File: config.mk
export PLATFORM = sky130hd
export DESIGN_NAME = clock_src_sel
export DESIGN_NICKNAME = d
export VERILOG_FILES = /design/src/rtl/clk_sel_pkg.sv /design/src/rtl/clk_div_stage.sv /design/src/rtl/glitchfree_mux.sv /design/src/rtl/clock_src_sel.sv
export SDC_FILE = /design/constraint.sdc
export NUM_CORES = 1
export LEC_CHECK = 0
export CAP_MARGIN = 10
export CORE_MARGIN = 5
export CORE_UTILIZATION = 25
export DETAILED_ROUTE_END_ITERATION = 12
export SLEW_MARGIN = 10
export SYNTH_ARGS = -nofsm -noshare
export SYNTH_HDL_FRONTEND = slang
export SYNTH_SLANG_ARGS = --single-unit
File: constraint.sdc
create_clock -name clk -period 3 [get_ports clk]
set_clock_uncertainty 0.05 [all_clocks]
set_input_delay 0.9 -clock clk [delete_from_list [all_inputs] [get_ports clk]]
set_output_delay 0.9 -clock clk [all_outputs]
set_load 0.02 [all_outputs]
File: src/rtl/clk_sel_pkg.sv
package clk_sel_pkg;
  localparam int SEL_W     = 3;
  localparam int NSRC      = 6;
  localparam int IDX_W     = $clog2(NSRC);
  localparam int NCHAN     = 3;
  localparam int MAX_SHIFT = 5;
  localparam int CNT_W     = MAX_SHIFT;

  localparam logic [IDX_W-1:0] SRC_LF   = 3'd0;
  localparam logic [IDX_W-1:0] SRC_VLO  = 3'd1;
  localparam logic [IDX_W-1:0] SRC_REF  = 3'd2;
  localparam logic [IDX_W-1:0] SRC_DCO  = 3'd3;
  localparam logic [IDX_W-1:0] SRC_DDIV = 3'd4;
  localparam logic [IDX_W-1:0] SRC_HF   = 3'd5;

  // Map a source code plus oscillator health to a source index
  function automatic logic [IDX_W-1:0] resolve_src(input logic [SEL_W-1:0] code,
                                                   input logic lf_ok, input logic hf_ok,
                                                   input logic lf_low);
    case (code)
      3'b000:  return lf_ok ? SRC_LF : (lf_low ? SRC_REF : SRC_DCO);
      3'b001:  return SRC_VLO;
      3'b010:  return SRC_REF;
      3'b011:  return SRC_DCO;
      3'b101:  return hf_ok ? SRC_HF : SRC_DDIV;
      default: return SRC_DDIV;
    endcase
  endfunction

  // log2 of the ratio; codes above the largest shift saturate
  function automatic logic [SEL_W-1:0] div_shift(input logic [SEL_W-1:0] code);
    return (code > SEL_W'(MAX_SHIFT)) ? SEL_W'(MAX_SHIFT) : code;
  endfunction

  // terminal count value (ratio - 1)
  function automatic logic [CNT_W-1:0] div_last(input logic [SEL_W-1:0] code);
    logic [CNT_W:0] full;
    full = (CNT_W+1)'(1) << div_shift(code);
    return CNT_W'(full - (CNT_W+1)'(1));
  endfunction

  // count at which the output drops (ratio/2 - 1)
  function automatic logic [CNT_W-1:0] div_half_m1(input logic [SEL_W-1:0] code);
    logic [CNT_W:0] full;
    full = (CNT_W+1)'(1) << div_shift(code);
    return CNT_W'((full >> 1) - (CNT_W+1)'(1));
  endfunction
endpackage

File: src/rtl/clk_div_stage.sv
module clk_div_stage
  import clk_sel_pkg::*;
(
  input  logic             clk,
  input  logic             rst_n,
  input  logic             src_i,
  input  logic [SEL_W-1:0] code_i,
  output logic             clk_o
);
  logic             src_d;
  logic [SEL_W-1:0] act_q;
  logic [CNT_W-1:0] cnt_q;
  logic [CNT_W-1:0] last_w;
  logic [CNT_W-1:0] halfm1_w;
  logic             pass_w;
  logic             rise_w;
  logic             term_w;

  assign last_w   = div_last(act_q);
  assign halfm1_w = div_half_m1(act_q);
  assign pass_w   = (div_shift(act_q) == '0);
  assign rise_w   = src_i & ~src_d;
  assign term_w   = rise_w && (cnt_q == last_w);

  always_ff @(posedge clk or negedge rst_n) begin
    if (!rst_n) begin
      src_d <= 1'b0;
      act_q <= '0;
      cnt_q <= '0;
      clk_o <= 1'b0;
    end else begin
      src_d <= src_i;
      if (term_w) begin
        cnt_q <= '0;
        act_q <= code_i;
        clk_o <= 1'b1;
      end else if (rise_w) begin
        cnt_q <= cnt_q + 1'b1;
        if (cnt_q == halfm1_w) clk_o <= 1'b0;
      end else if (pass_w) begin
        clk_o <= src_i;
      end
    end
  end


  act_at_term_chk: assert property (@(posedge clk) disable iff (!rst_n)
    !$stable(act_q) |-> $past(term_w));

  cnt_range_chk: assert property (@(posedge clk) disable iff (!rst_n)
    cnt_q <= last_w);

  rise_on_src_chk: assert property (@(posedge clk) disable iff (!rst_n)
    $rose(clk_o) |-> $past(rise_w));
endmodule

File: src/rtl/glitchfree_mux.sv
module glitchfree_mux
  import clk_sel_pkg::*;
#(
  parameter int N_SRC = NSRC,
  parameter int W     = IDX_W
)(
  input  logic             clk,
  input  logic             rst_n,
  input  logic [N_SRC-1:0] src_i,
  input  logic [W-1:0]     req_i,
  output logic             clk_o
);
  typedef enum logic [1:0] {SW_RUN, SW_SYNC1, SW_SYNC2, SW_ARM} sw_state_e;

  sw_state_e   st_q;
  logic [W-1:0] cur_q;
  logic         en_q;
  logic         cur_lvl_w;
  logic         swap_w;

  assign cur_lvl_w = src_i[cur_q];
  assign swap_w    = (st_q == SW_RUN) && (req_i != cur_q) && !cur_lvl_w;

  always_ff @(posedge clk or negedge rst_n) begin
    if (!rst_n) begin
      st_q  <= SW_SYNC1;
      cur_q <= '0;
      en_q  <= 1'b0;
      clk_o <= 1'b0;
    end else begin
      clk_o <= en_q & cur_lvl_w;
      case (st_q)
        SW_RUN: if (swap_w) begin
          en_q <= 1'b0;
          st_q <= SW_SYNC1;
        end
        SW_SYNC1: st_q <= SW_SYNC2;
        SW_SYNC2: begin
          cur_q <= req_i;
          st_q  <= SW_ARM;
        end
        default: if (!cur_lvl_w) begin
          en_q <= 1'b1;
          st_q <= SW_RUN;
        end
      endcase
    end
  end


  release_low_chk: assert property (@(posedge clk) disable iff (!rst_n)
    $fell(en_q) |-> !clk_o);

  cur_idle_chk: assert property (@(posedge clk) disable iff (!rst_n)
    !$stable(cur_q) |-> (!en_q && !$past(en_q)));
endmodule

File: src/rtl/clock_src_sel.sv
module clock_src_sel
  import clk_sel_pkg::*;
(
  input  logic             clk,
  input  logic             rst_n,
  input  logic             lf_clk,
  input  logic             lf_ok,
  input  logic             lf_lowfreq,
  input  logic             vlo_clk,
  input  logic             ref_clk,
  input  logic             dco_clk,
  input  logic             hf_clk,
  input  logic             hf_ok,
  input  logic [SEL_W-1:0] dcodiv_code,
  input  logic             sel_load,
  input  logic [SEL_W-1:0] aux_sel,
  input  logic [SEL_W-1:0] main_sel,
  input  logic [SEL_W-1:0] sub_sel,
  input  logic [SEL_W-1:0] aux_div,
  input  logic [SEL_W-1:0] main_div,
  input  logic [SEL_W-1:0] sub_div,
  input  logic [SEL_W-1:0] aux_pin_div,
  input  logic             sub_off,
  output logic             dcodiv_clk,
  output logic             aux_clk,
  output logic             main_clk,
  output logic             sub_clk,
  output logic             aux_pin_clk
);
  localparam logic [NCHAN-1:0][SEL_W-1:0] SEL_RST = {3'b100, 3'b100, 3'b000};

  logic [NCHAN-1:0][SEL_W-1:0] sel_q;
  logic [NCHAN-1:0][SEL_W-1:0] sel_in_w;
  logic [NCHAN-1:0][SEL_W-1:0] div_in_w;
  logic [NCHAN-1:0]            sys_w;
  logic [NSRC-1:0]             src_w;
  logic                        ddiv_w;
  logic                        gate_q;

  assign sel_in_w = {sub_sel, main_sel, aux_sel};
  assign div_in_w = {sub_div, main_div, aux_div};
  assign src_w    = {hf_clk, ddiv_w, dco_clk, ref_clk, vlo_clk, lf_clk};

  always_ff @(posedge clk or negedge rst_n) begin
    if (!rst_n)        sel_q <= SEL_RST;
    else if (sel_load) sel_q <= sel_in_w;
  end

  clk_div_stage u_ddiv (
    .clk(clk), .rst_n(rst_n), .src_i(dco_clk), .code_i(dcodiv_code), .clk_o(ddiv_w)
  );

  for (genvar g = 0; g < NCHAN; g++) begin : g_chan
    logic [IDX_W-1:0] req_w;
    logic             mux_w;
    assign req_w = resolve_src(sel_q[g], lf_ok, hf_ok, lf_lowfreq);
    glitchfree_mux u_mux (
      .clk(clk), .rst_n(rst_n), .src_i(src_w), .req_i(req_w), .clk_o(mux_w)
    );
    clk_div_stage u_div (
      .clk(clk), .rst_n(rst_n), .src_i(mux_w), .code_i(div_in_w[g]), .clk_o(sys_w[g])
    );
  end

  always_ff @(posedge clk or negedge rst_n) begin
    if (!rst_n)         gate_q <= 1'b0;
    else if (!sys_w[2]) gate_q <= ~sub_off;
  end

  clk_div_stage u_pin (
    .clk(clk), .rst_n(rst_n), .src_i(sys_w[0]), .code_i(aux_pin_div), .clk_o(aux_pin_clk)
  );

  assign dcodiv_clk = ddiv_w;
  assign aux_clk    = sys_w[0];
  assign main_clk   = sys_w[1];
  assign sub_clk    = gate_q & sys_w[2];


  sel_hold_chk: assert property (@(posedge clk) disable iff (!rst_n)
    !$stable(sel_q) |-> $past(sel_load));

  gate_low_chk: assert property (@(posedge clk) disable iff (!rst_n)
    !$stable(gate_q) |-> !$past(sys_w[2]));

  gate_off_chk: assert property (@(posedge clk) disable iff (!rst_n)
    ($past(sub_off) && !$past(sys_w[2])) |=> !sub_clk);
endmodule

# Yosys cells after proc, flatten, opt, wreduce, memory -nomap -nowiden

Cells that the tools add are included.

Multiplexer cells: 65
Shift-type cells: 5
Reductions and logical operators: 49
Div/mod/pow operators: 0
Equality and inequality tests: 45
Bitwise logic cells: 18
$add $sub $neg: 15
Order comparisons: 8
$mul: 0

Operators with widths:

| cell                                                | number |
|---|---|
| equality test 5 bit                                 | 10 |
| two-way mux 5 bit                                   | 10 |
| subtractor 5 x 1 -> 5 bit, second input constant    | 10 |
| case mux 3 bit (5 select lines)                     | 3 |
| two-way mux 1 bit                                   | 31 |
| left shift 1 x 3 -> 6 bit, first input constant     | 5 |
| adder 5 x 1 -> 5 bit, second input constant         | 5 |
| logical NOT 3 bit                                   | 8 |
| equality test 3 x 2 -> 1 bit, second input constant | 6 |
| case mux 2 bit (3 select lines)                     | 3 |
| AND reduction 2 bit                                 | 8 |
| > comparator 3 bit, second input constant           | 5 |
| two-way mux 3 bit                                   | 5 |
| != test 3 bit, second input constant                | 5 |
| nonzero test 3 bit                                  | 5 |
| two-way mux 2 bit                                   | 7 |
| < comparator 3 x 4 -> 1 bit, second input constant  | 3 |
| != test 4 bit, second input constant                | 3 |
| logical AND 1 bit                                   | 11 |
| nonzero test 2 bit                                  | 5 |
| bitwise AND 1 bit                                   | 9 |
| binary-select mux 1 bit (select 3 bit)              | 3 |
| equality test 3 x 1 -> 1 bit, second input constant | 3 |
| equality test 3 bit, second input constant          | 3 |
| other kinds (11)                                    | 39 |

Memories kept: 0
Flip-flop bits (word level): 81
RAM bits: 0
Word-level logic and storage cells: 241
Input port bits: 36
Bits in latches: 0
ROM bits: 0

# Longest topological paths before layout

Gate-level depths: netlist (run 1).

Word-level depth: 8
Gate-level depth with buffers: 11

# By module

A second synthesis (run 1) with hierarchy kept.

Cell total of the unflattened synthesis: 543
Area total of the unflattened synthesis: 5760.5 um^2

By module, submodules not included:

| module         | seq. area each (um^2) | cells an instance | area an instance (um^2) | times used |
|---|---|---|---|---|
| clk_div_stage  | 250.2                 | 78                | 799.5                   | 5 |
| glitchfree_mux | 176.4                 | 36                | 414.1                   | 3 |
| clock_src_sel  | 252.7                 | 45                | 520.5                   | 1 |

# Worst setup path after synthesis (run 1)

OpenSTA, ideal clock, no wires.

Path type: register -> register
Start: reg g_chan[1].u_div.act_q[2]
End: reg g_chan[1].u_div.act_q[0]
Data required time: 2825 ps
Stages on the path, launching flop included: 9
Arrival time: 2496 ps
Path buffers: 1
Clock period less this slack: 2670 ps
Setup slack: 330 ps
Path through: dfrtp_1 buf_2 or3b_2 ha_1 xor2_2 mux2_2 a21oi_1 nor3_2 mux2_2

Word-level cells in the longest chain between the ends: 6

Ends and longest elaborated chain:

| what                          | line                | RTL |
|---|---|---|
| start: declaration            | clk_div_stage.sv:11 | `logic [SEL_W-1:0] act_q;` |
| start signal: assignment      | clk_div_stage.sv:35 | `act_q <= code_i;` |
| > comparator 3 bit            | clk_sel_pkg.sv:32   | `return (code > SEL_W'(MAX_SHIFT)) ? SEL_W'(MAX_SHIFT) : code;` |
| two-way mux 3 bit (*)         | clk_sel_pkg.sv:32   |  |
| left shift 1 x 3 -> 6 bit (*) | n/a                 |  |
| subtractor 5 x 1 -> 5 bit (*) | clk_sel_pkg.sv:39   | `return CNT_W'(full - (CNT_W+1)'(1));` |
| equality test 5 bit (*)       | clk_div_stage.sv:23 | `assign term_w = rise_w && (cnt_q == last_w);` |
| logical AND 1 bit (*)         | clk_div_stage.sv:23 |  |

Every way passes the cells marked *; elsewhere a longest branch is shown, timed or not.
A chain may end at the register's enable or synchronous reset.

# Worst setup path in the final report (run 1)

Start: reg g_chan[1].u_div.act_q[0]
End: reg g_chan[1].u_div.act_q[2]

Same word-level chain as after synthesis.

==> results of run 1 <==
final timing paths:
kind | slack, ns | from | end | cells after the start
setup / recovery | 0.36 | g_chan[1].u_div.act_q[0] | g_chan[1].u_div.act_q[2] | 7
max in group asynchronous | 1.80 | rst_n | g_chan[1].u_mux.st_q[0] | 2
min in group asynchronous | 0.42 | rst_n | u_ddiv.act_q[0] | 1
setup reg to reg | 0.36 | g_chan[1].u_div.act_q[0] | g_chan[1].u_div.act_q[2] | 7
hold / removal | 0.36 | g_chan[0].u_mux.clk_o | g_chan[0].u_div.src_d | 0
hold reg to reg | 0.36 | g_chan[0].u_mux.clk_o | g_chan[0].u_div.src_d | 0
final cells by class:
type	instances	area (µm²)	area share, %
clock buffers	9	225.2	3.644
clock inverters	6	92.59	1.498
multi-input cells	404	2885	46.69
repair buffers	53	508.0	8.220
inverters	26	97.59	1.579
flip-flops and latches	81	2033	32.90
well taps	270	337.8	5.467
logic make-up (layout without fill, tap and decap cells):
| logic type | Yosys count | in the layout | share of synthesized area (%) |
|---|---|---|---|
| adders and majority gates | 20 | 20 | 4.843 |
| buffers and inverters | 56 | 94 | 4.818 |
| AOI/OAI and AO/OA | 113 | 113 | 14.53 |
| muxes | 43 | 43 | 9.879 |
| xor gates and xnor gates | 50 | 50 | 8.620 |
| DFF | 81 | 81 | 39.35 |
| and+or+nand+nor | 178 | 178 | 17.97 |
state kept, by name, indices dropped and copies added, names as in the netlist, 3 cells and up:
signal and count:
g_chan.u_mux.en_q 3, sel_q 9, u_pin.cnt_q 5, g_chan.u_mux.clk_o 3, g_chan.u_mux.cur_q 9, g_chan.u_div.src_d 3
u_ddiv.act_q 3, g_chan.u_div.act_q 9, g_chan.u_div.clk_o 3, u_ddiv.cnt_q 5, u_pin.act_q 3, g_chan.u_div.cnt_q 15
g_chan.u_mux.st_q 6
worst reg2reg max path: cells and delay by family, from the launching register on:
| family | cells | cell delay [ns] |
|---|---|---|
| mux | 2 | 0.61 |
| simple gates | 2 | 0.88 |
| fa+ha+maj | 1 | 0.24 |
| flops | 1 | 0.50 |
| compound gates | 1 | 0.07 |
| xor+xnor | 1 | 0.18 |
stage by stage:
step | instances | setup WS (ns) | cell area, µm²
CTS | 849 | 0.3225 | 6180
global placement | 834 | 0.1260 | 5862
detailed placement | 834 | 0.1167 | 5862
finish | 849 | 0.3634 | 6180
global route | 849 | 0.1612 | 6180
floorplan | 541 | 0.3296 | 5167
layer usage:
metal	vias to the layer above	GRT usage, %
met2	62	14.00
li1	1983	-
met1	1823	11.31
met3	9	2.445
met4	0	3.154
met5	-	0
power by group through the flow:
stage | clock network (mW) | registers (mW) | logic, mW
6_report | 1.19 | 2.11 | 2.54
5_1_grt | 1.27 | 2.20 | 2.89
4_1_cts | 1.23 | 2.11 | 2.57
3_5_place_dp | 0 | 2.13 | 2.56
3_3_place_gp | 0 | 2.12 | 2.52
2_1_floorplan | 0 | 1.80 | 2.35
cells in the final DEF (no fill, tap or decap), types with 13 or more instances in the layout:
master	n
sky130_fd_sc_hd__inv_1	26
sky130_fd_sc_hd__nand2b_1	18
sky130_fd_sc_hd__nor2_1	40
sky130_fd_sc_hd__mux2_2	26
sky130_fd_sc_hd__a21oi_1	19
sky130_fd_sc_hd__xor2_1	30
sky130_fd_sc_hd__nand2_1	46
sky130_fd_sc_hd__xnor2_1	19
sky130_fd_sc_hd__buf_4	13
sky130_fd_sc_hd__dfrtp_1	76
sky130_fd_sc_hd__o21ai_0	30
sky130_fd_sc_hd__clkdlybuf4s50_1	39
sky130_fd_sc_hd__ha_1	20
==> results.tsv, run 1 <==
metric	value	unit
outcome	completed	
LEAKAGE	2.570	nW
Port Buf Inserts	40	
number of synthesized register bits	81	
uppermost metal layer occupied by signal nets	met4	
fraction of synthesis flops using an asynchronous set or reset pin	100.0	%
global-route wire length before repair	17330	µm
sequence of cells on the critical path	or3b_2 > ha_1 > xor2_2 > mux2_2 > a21oi_1 > nor3_2 > mux2_2	
Final setup violation count	0	
Final Net Count	631	
DR WL met3	406	µm
root buffer selected by CTS	sky130_fd_sc_hd__clkbuf_16	
Met1 Wirelength	4752	µm
Setup TNS	0	ns
number of gates resized after CTS	0	
detailed-route vias per instance	4.567	
fraction of power consumed by the clock network	20.4	%
CP max stage cell	sky130_fd_sc_hd__or3b_2	
remaining antenna violation count after routing	0	
Largest delay share family, worst path	simple AND/OR/NAND/NOR gates	
cell internal pwr	3.556	mW
PwrDens	944.7	mW/mm²
CP arrival	2.81	ns
antenna violations before repair	0	
average cell area after synthesis	9.552	µm²
transition time at the pin with the least slew margin	0.4539	ns
routed wire length per instance	11.74	µm
ratio of cells with drive above 1 in the final layout	13.99	%
Sw Ratio	39.09	%
fraction of post-synthesis cell area in the top cell type by area	36.80	%
clock sink count	81	
Post-DP HPWL	7269	µm
Worst Hold Slack	0.3620	ns
CP bufs+invs	0	
TritonCTS clock tree	done	
min cycle time layout	2.637	ns
kind of start point of the critical path	flop	
warning count from the yosys run	0	
detailed route wirelength on metal2	4647	µm
die span in x	153.8	µm
most frequently used cell type in the post-synthesis netlist	sky130_fd_sc_hd__dfrtp_1	
DRC violation count after routing	0	
Cells after Synth	541	
maximum number of pins on one net before global-route repair	55	
Site Rows	52	
dominant cell type by area after synthesis	sky130_fd_sc_hd__dfrtp_1	
top post-synthesis cells by area	sky130_fd_sc_hd__dfrtp_1, sky130_fd_sc_hd__mux2_2, sky130_fd_sc_hd__xor2_1	
switching component of the power	2.282	mW
antenna fix cells	0	
Worst Path Required	3.17	ns
fin. max-slew vios	0	
Synth Cell Area	0.005167	mm²
global route overflow	0	
most frequent cells after synthesis	sky130_fd_sc_hd__dfrtp_1, sky130_fd_sc_hd__nand2_1, sky130_fd_sc_hd__nor2_1	
CP max FO	10	
number of detailed-routing iterations run before antenna repair	5	
total length of routed wires	9971	µm
vias after detailed routing	3877	
number of clock buffers inserted by TritonCTS	9	
Fill cells	2130	
hold bufs inserted after CTS	0	
Initial DRC Count	127	
class of the most critical hold timing path	flop to flop	
setup repair after global routing missed its margin	no	
count of flip-flops with a built-in enable after synthesis	0	
delay of the slowest cell on the worst path	0.52	ns
final weighted congestion in routability-driven placement	0.7957	
buffer count from post-CTS setup fixing	0	
Final Total Pwr	5.838	mW
syn_nets	597	
count of max-cap constraint violations	0	
vias in the first global route	3639	
post-layout util	30.44	%
Top Ports	41	
Reg clk slew, reported paths	0.06	ns
IR Drop Worst-Case VDD	0.0003751	V
sequential share of the synthesized area	39.35	%
kind of end point of the critical path	flop	
number of hold-slack violations in the final timing report	0	
predominant post-synthesis flop cell	sky130_fd_sc_hd__dfrtp_1	
number of distinct library cell variants in the gate-level netlist after synthesis	66	
GRT Total Usage	8.740	%
H-tree depth	3	
clock latency on the worst-skew pair	0.34	ns
Chip Height	153.8	µm
start-to-end type of the worst setup path	flop to flop	
max-slew headroom at the worst pin	69.42	%
Core Region	0.02030	mm²
starting density of the core	25.46	%
Max Fclk	379.3	MHz
maximum clock insertion buffer count	2	
fraction of power consumed by combinational cells	43.6	%
synthesis-to-finish area growth	19.59	%
Critical Path Most Common Cell	sky130_fd_sc_hd__mux2_2	
post-route fraction of the period consumed by the critical path	87.89	%
sequential share of power	36.1	%
full die area	0.02365	mm²
Power figures use the tool's default switching activity.
==> inputs of run 2 (changes only) <==
- clock period: 3 -> 3.3 ns (I/O delays scaled with it)
==> results.tsv, run 2 (same netlist as run 1, synthesis figures left out) <==
metric	value	unit	change
Max Fclk	373.9	MHz	
Worst Path Required	3.48	ns	+0.31 ns
kind of start point of the critical path	input pin		
Site Rows	52		unchanged
IR Drop Worst-Case VDD	0.0003361	V	-10%
post-route fraction of the period consumed by the critical path	81.05	%	
DRC violation count after routing	0		unchanged
max-slew headroom at the worst pin	60.43	%	-9.0 points
Worst Hold Slack	0.3640	ns	+0.001987 ns
Post-DP HPWL	7346	µm	+1.1%
kind of end point of the critical path	flop		
vias after detailed routing	3857		-0.52%
Reg clk slew, reported paths	0.06	ns	about the same
die span in x	153.8	µm	unchanged
Setup TNS	0	ns	unchanged
synthesis-to-finish area growth	19.42	%	
fin. max-slew vios	0		unchanged
vias in the first global route	3746		+2.9%
pre-CTS worst setup slack	0.2750	ns	+0.1583 ns
detailed-route vias per instance	4.570		about the same
CP arrival	2.85	ns	+0.04 ns
number of gates resized after CTS	0		unchanged
hold bufs inserted after CTS	0		unchanged
TritonCTS clock tree	done		
outcome	completed		
LEAKAGE	2.559	nW	-0.43%
Chip Height	153.8	µm	unchanged
PwrDens	873.2	mW/mm²	-7.6%
maximum number of pins on one net before global-route repair	44		-20%
global-route wire length before repair	17800	µm	+2.7%
count of max-cap constraint violations	0		unchanged
starting density of the core	25.46	%	unchanged
antenna fix cells	0		unchanged
ratio of cells with drive above 1 in the final layout	13.24	%	-0.75 points
number of detailed-routing iterations run before antenna repair	4		-1
remaining antenna violation count after routing	0		unchanged
root buffer selected by CTS	sky130_fd_sc_hd__clkbuf_16		
number of flip-flops under the largest register name	15		unchanged
class of the most critical hold timing path	flop to flop		
CP max FO	6		-4
number of clock buffers inserted by TritonCTS	9		unchanged
Core Region	0.02030	mm²	unchanged
routed wire length per instance	12.05	µm	+2.6%
start-to-end type of the worst setup path	input pin to flop		
buffer count from post-CTS setup fixing	0		unchanged
Top Ports	41		unchanged
min cycle time layout	2.675	ns	
register with the most flip-flops	g_chan.u_div.cnt_q		
final weighted congestion in routability-driven placement	0.8103		+1.8%
setup repair after global routing missed its margin	no		
number of hold-slack violations in the final timing report	0		unchanged
Final Net Count	625		-0.95%
Fill cells	2149		+0.89%
total length of routed wires	10170	µm	+2.0%
Final setup violation count	0		unchanged
Initial DRC Count	127		unchanged
Port Buf Inserts	40		unchanged
H-tree depth	3		unchanged
global route overflow	0		unchanged
GRT Total Usage	9.016	%	+0.28 points
most common cell after layout, fill and taps aside	sky130_fd_sc_hd__dfrtp_1		
most frequent cells in the layout	sky130_fd_sc_hd__dfrtp_1, sky130_fd_sc_hd__nand2_1, sky130_fd_sc_hd__nor2_1, sky130_fd_sc_hd__clkdlybuf4s50_1		
clock sink count	81		unchanged
antenna violations before repair	0		unchanged
full die area	0.02365	mm²	unchanged
clock latency on the worst-skew pair	0.34	ns	about the same
setup slack of the critical path after layout	0.6252	ns	+0.2618 ns
maximum clock insertion buffer count	2		unchanged
transition time at the pin with the least slew margin	0.5935	ns	+0.1396 ns
## run 2: path summary, 6_finish.rpt
check | startpoint | endpoint | slack (ns) | cells past startpoint
worst max-delay path | lf_ok | g_chan[0].u_mux.st_q[1] | 0.63 | 6
max in group asynchronous | rst_n | g_chan[1].u_mux.st_q[0] | 1.89 | 2
min in group asynchronous | rst_n | u_ddiv.act_q[0] | 0.59 | 1
worst min-delay path | g_chan[0].u_mux.clk_o | g_chan[0].u_div.src_d | 0.36 | 0
worst max register to register | g_chan[1].u_div.act_q[2] | g_chan[1].u_div.act_q[2] | 0.65 | 7
worst min register to register | g_chan[0].u_mux.clk_o | g_chan[0].u_div.src_d | 0.36 | 0
## run 2: area by class of cell
| class | instances | area, µm² | share of cell area (%) |
|---|---|---|---|
| inverter | 26 | 97.59 | 1.582 |
| timing repair buffer | 47 | 462.9 | 7.502 |
| multi-input combinational | 404 | 2885 | 46.76 |
| sequential | 81 | 2033 | 32.95 |
| clock inverter | 6 | 115.1 | 1.865 |
| clock buffer | 10 | 239.0 | 3.873 |
| tap | 270 | 337.8 | 5.474 |
## run 2: worst max-delay path, cell delays in order
cell and delay (ns):
sky130_fd_sc_hd__clkdlybuf4s50_1 0.48, sky130_fd_sc_hd__or4_1 0.60, sky130_fd_sc_hd__and4_1 0.20, sky130_fd_sc_hd__o211ai_1 0.24, sky130_fd_sc_hd__o21ai_0 0.11, sky130_fd_sc_hd__a22o_1 0.23
## run 2: routing by layer
metal / routed length (µm) / GRT usage (%) / part of all wire [%] / vias to the layer above
met1: 4927 / 11.30 / 48 / 1819
met4: 216 / 3.827 / 2.1 / 0
met3: 386 / 2.501 / 3.8 / 14
met5: 0 / 0 / 0 / -
met2: 4641 / 14.60 / 46 / 56
li1: - / - / - / 1968
## run 2: stage by stage
| step | util, % | instances | total power, mW | instance area (µm²) |
|---|---|---|---|---|
| floorplan | - | 541 | 3.776 | 5167 |
| global placement | 28.66 | 828 | 4.193 | 5817 |
| detailed placement | 28.66 | 828 | 4.244 | 5817 |
| CTS | 30.40 | 844 | 5.463 | 6171 |
| global route | 30.40 | 844 | 5.893 | 6171 |
| finish | 30.40 | 844 | 5.389 | 6171 |
## run 2: report_power, final
group          internal [mW]  leakage (nW)  switching (mW)  total [mW]
registers               1.36         0.997           0.566        1.93
logic                   1.19          1.39            1.09        2.28
clock network          0.763         0.169           0.421        1.18
==> inputs of run 3 (changes only) <==
- clock period: 3.3 -> 2.4 ns (I/O delays scaled with it)
==> results.tsv, run 3 (same netlist as run 1, synthesis figures left out) <==
metric	value	unit	change
count of max-cap constraint violations	0		unchanged
Post-Layout Cell Count	882		+4.5%
transition time at the pin with the least slew margin	0.4269	ns	-0.1666 ns
R2R Setup Slk	0.08	ns	-0.57 ns
IR Drop Worst-Case VDD	0.0004264	V	+27%
antenna fix cells	0		unchanged
final weighted congestion in routability-driven placement	0.7723		-4.7%
total length of routed wires	10820	µm	+6.3%
hold bufs inserted after CTS	0		unchanged
Post-DP HPWL	7976	µm	+8.6%
post-route fraction of the period consumed by the critical path	96.66	%	
routed wire length per instance	12.26	µm	+1.7%
number of detailed-routing iterations run before antenna repair	5		+1
class of the most critical hold timing path	input pin to async pin		
Core Region	0.02030	mm²	unchanged
Max Fclk	431.1	MHz	
number of clock buffers inserted by TritonCTS	9		unchanged
Final Net Count	663		+6.1%
maximum clock insertion buffer count	2		unchanged
antenna violations before repair	0		unchanged
global route overflow	0		unchanged
GRT Total Usage	9.493	%	+0.48 points
Worst Path Required	2.57	ns	-0.91 ns
Final Total Pwr	7.612	mW	+41%
CP max FO	5		-1
start-to-end type of the worst setup path	flop to flop		
remaining antenna violation count after routing	0		unchanged
max-slew headroom at the worst pin	71.45	%	+11 points
vias after detailed routing	3984		+3.3%
full die area	0.02365	mm²	unchanged
Reg clk slew, reported paths	0.06	ns	about the same
vias in the first global route	3894		+4.0%
Post-Place Cells	863		+4.2%
Port Buf Inserts	40		unchanged
Site Rows	52		unchanged
synthesis-to-finish area growth	25.54	%	
CP max stage cell	sky130_fd_sc_hd__dfrtp_1		
most frequent cells in the layout	sky130_fd_sc_hd__dfrtp_1, sky130_fd_sc_hd__nand2_1, sky130_fd_sc_hd__buf_4, sky130_fd_sc_hd__nor2_1, sky130_fd_sc_hd__clkdlybuf4s50_1		
maximum number of pins on one net before global-route repair	39		-11%
register with the most flip-flops	g_chan.u_div.cnt_q		
Largest delay share family, worst path	simple AND/OR/NAND/NOR gates		
sequence of cells on the critical path	or3_4 > ha_2 > xor2_2 > mux2_2 > a21oi_2 > nor3_4 > mux2_4		
clock latency on the worst-skew pair	0.34	ns	about the same
depth of the worst register-to-register path	7		unchanged
Final setup violation count	0		unchanged
CP bufs+invs	0		-1
min cycle time layout	2.320	ns	
setup repair after global routing missed its margin	no		
Top Ports	41		unchanged
TritonCTS clock tree	done		
kind of start point of the critical path	flop		
die span in x	153.8	µm	unchanged
LEAKAGE	2.760	nW	+7.9%
Chip Height	153.8	µm	unchanged
Initial DRC Count	157		+24%
FF-to-FF End	g_chan[1].u_div.act_q[1]		
CP arrival	2.49	ns	-0.36 ns
outcome	completed		
start of the worst register-to-register path	g_chan[1].u_div.act_q[1]		
number of flip-flops under the largest register name	15		unchanged
PwrDens	1173	mW/mm²	+34%
most common cell after layout, fill and taps aside	sky130_fd_sc_hd__dfrtp_1		
DRC violation count after routing	0		unchanged
delay of the slowest cell on the worst path	0.41	ns	-0.19 ns
starting density of the core	25.46	%	unchanged
detailed-route vias per instance	4.517		-1.2%
kind of end point of the critical path	flop		
root buffer selected by CTS	sky130_fd_sc_hd__clkbuf_16		
H-tree depth	3		unchanged
fin. max-slew vios	0		unchanged
number of hold-slack violations in the final timing report	0		unchanged
ratio of cells with drive above 1 in the final layout	19.77	%	+6.5 points
clock sink count	81		unchanged
global-route wire length before repair	18810	µm	+5.7%
run 3: routing by layer:
| layer | vias to the layer above | track usage [%] | routed length [µm] |
|---|---|---|---|
| met5 | - | 0 | 0 |
| met4 | 0 | 2.902 | 159 |
| met3 | 14 | 2.782 | 344 |
| met2 | 42 | 14.62 | 4856 |
| met1 | 1883 | 12.90 | 5456 |
| li1 | 2045 | - | - |
run 3: worst register-to-register path, cell delays in order, from the launching register on:
cell                      delay [ns]
sky130_fd_sc_hd__dfrtp_1        0.41
sky130_fd_sc_hd__or3_4          0.40
sky130_fd_sc_hd__ha_2           0.21
sky130_fd_sc_hd__xor2_2         0.18
sky130_fd_sc_hd__mux2_2         0.24
sky130_fd_sc_hd__a21oi_2        0.07
sky130_fd_sc_hd__nor3_4         0.33
sky130_fd_sc_hd__mux2_4         0.33
run 3: layout make-up:
type	count	area, µm²
clock buffers	11	252.7
clock inverters	5	60.06
fillers	2131	13810
inverters	26	97.59
multi-input cells	404	2955
flip-flops and latches	81	2033
well taps	270	337.8
repair buffers	85	750.7
run 3: how the worst max path moves through the flow:
stage	startpoint	to	slack, ns	depth (start not counted)
after global placement	lf_ok	g_chan[0].u_mux.st_q[1]	-0.28	6
after global routing	g_chan[1].u_div.act_q[2]	g_chan[1].u_div.act_q[1]	0.002	7
after detailed placement	lf_ok	g_chan[0].u_mux.st_q[1]	-0.30	6
after floorplan	g_chan[1].u_div.act_q[1]	g_chan[1].u_div.act_q[1]	0.003	8
after CTS	g_chan[2].u_div.act_q[2]	g_chan[2].u_div.cnt_q[0]	0.005	10
final	g_chan[1].u_div.act_q[1]	g_chan[1].u_div.act_q[1]	0.08	7
run 3: report_power, final:
| group | leakage, nW | switching (mW) | total, mW | internal [mW] |
|---|---|---|---|---|
| clock network | 0.153 | 0.575 | 1.44 | 0.868 |
| logic | 1.61 | 1.71 | 3.60 | 1.89 |
| registers | 0.997 | 0.691 | 2.57 | 1.88 |
run 3: what timing repair did:
item,CTS,global route
endpoints found under the setup margin,2,15
setup buffers,2,1
resized for setup,0,9
pin swaps,1,3
run 3: metrics by stage:
| stage | util, % | hold WS (ns) | TNS, ns | setup slack [ns] | instance area (µm²) |
|---|---|---|---|---|---|
| 6_report | 31.96 | 0.2510 | 0 | 0.08008 | 6487 |
| 5_1_grt | 31.96 | 0.2705 | 0 | 0.001987 | 6487 |
| 4_1_cts | 31.72 | 0.2654 | 0 | 0.004772 | 6439 |
| 3_5_place_dp | 30.10 | 0.3361 | -2.075 | -0.2992 | 6111 |
| 3_3_place_gp | 30.10 | 0.3393 | -1.926 | -0.2825 | 6111 |
| 2_1_floorplan | - | 0.3170 | 0 | 0.002640 | 5202 |
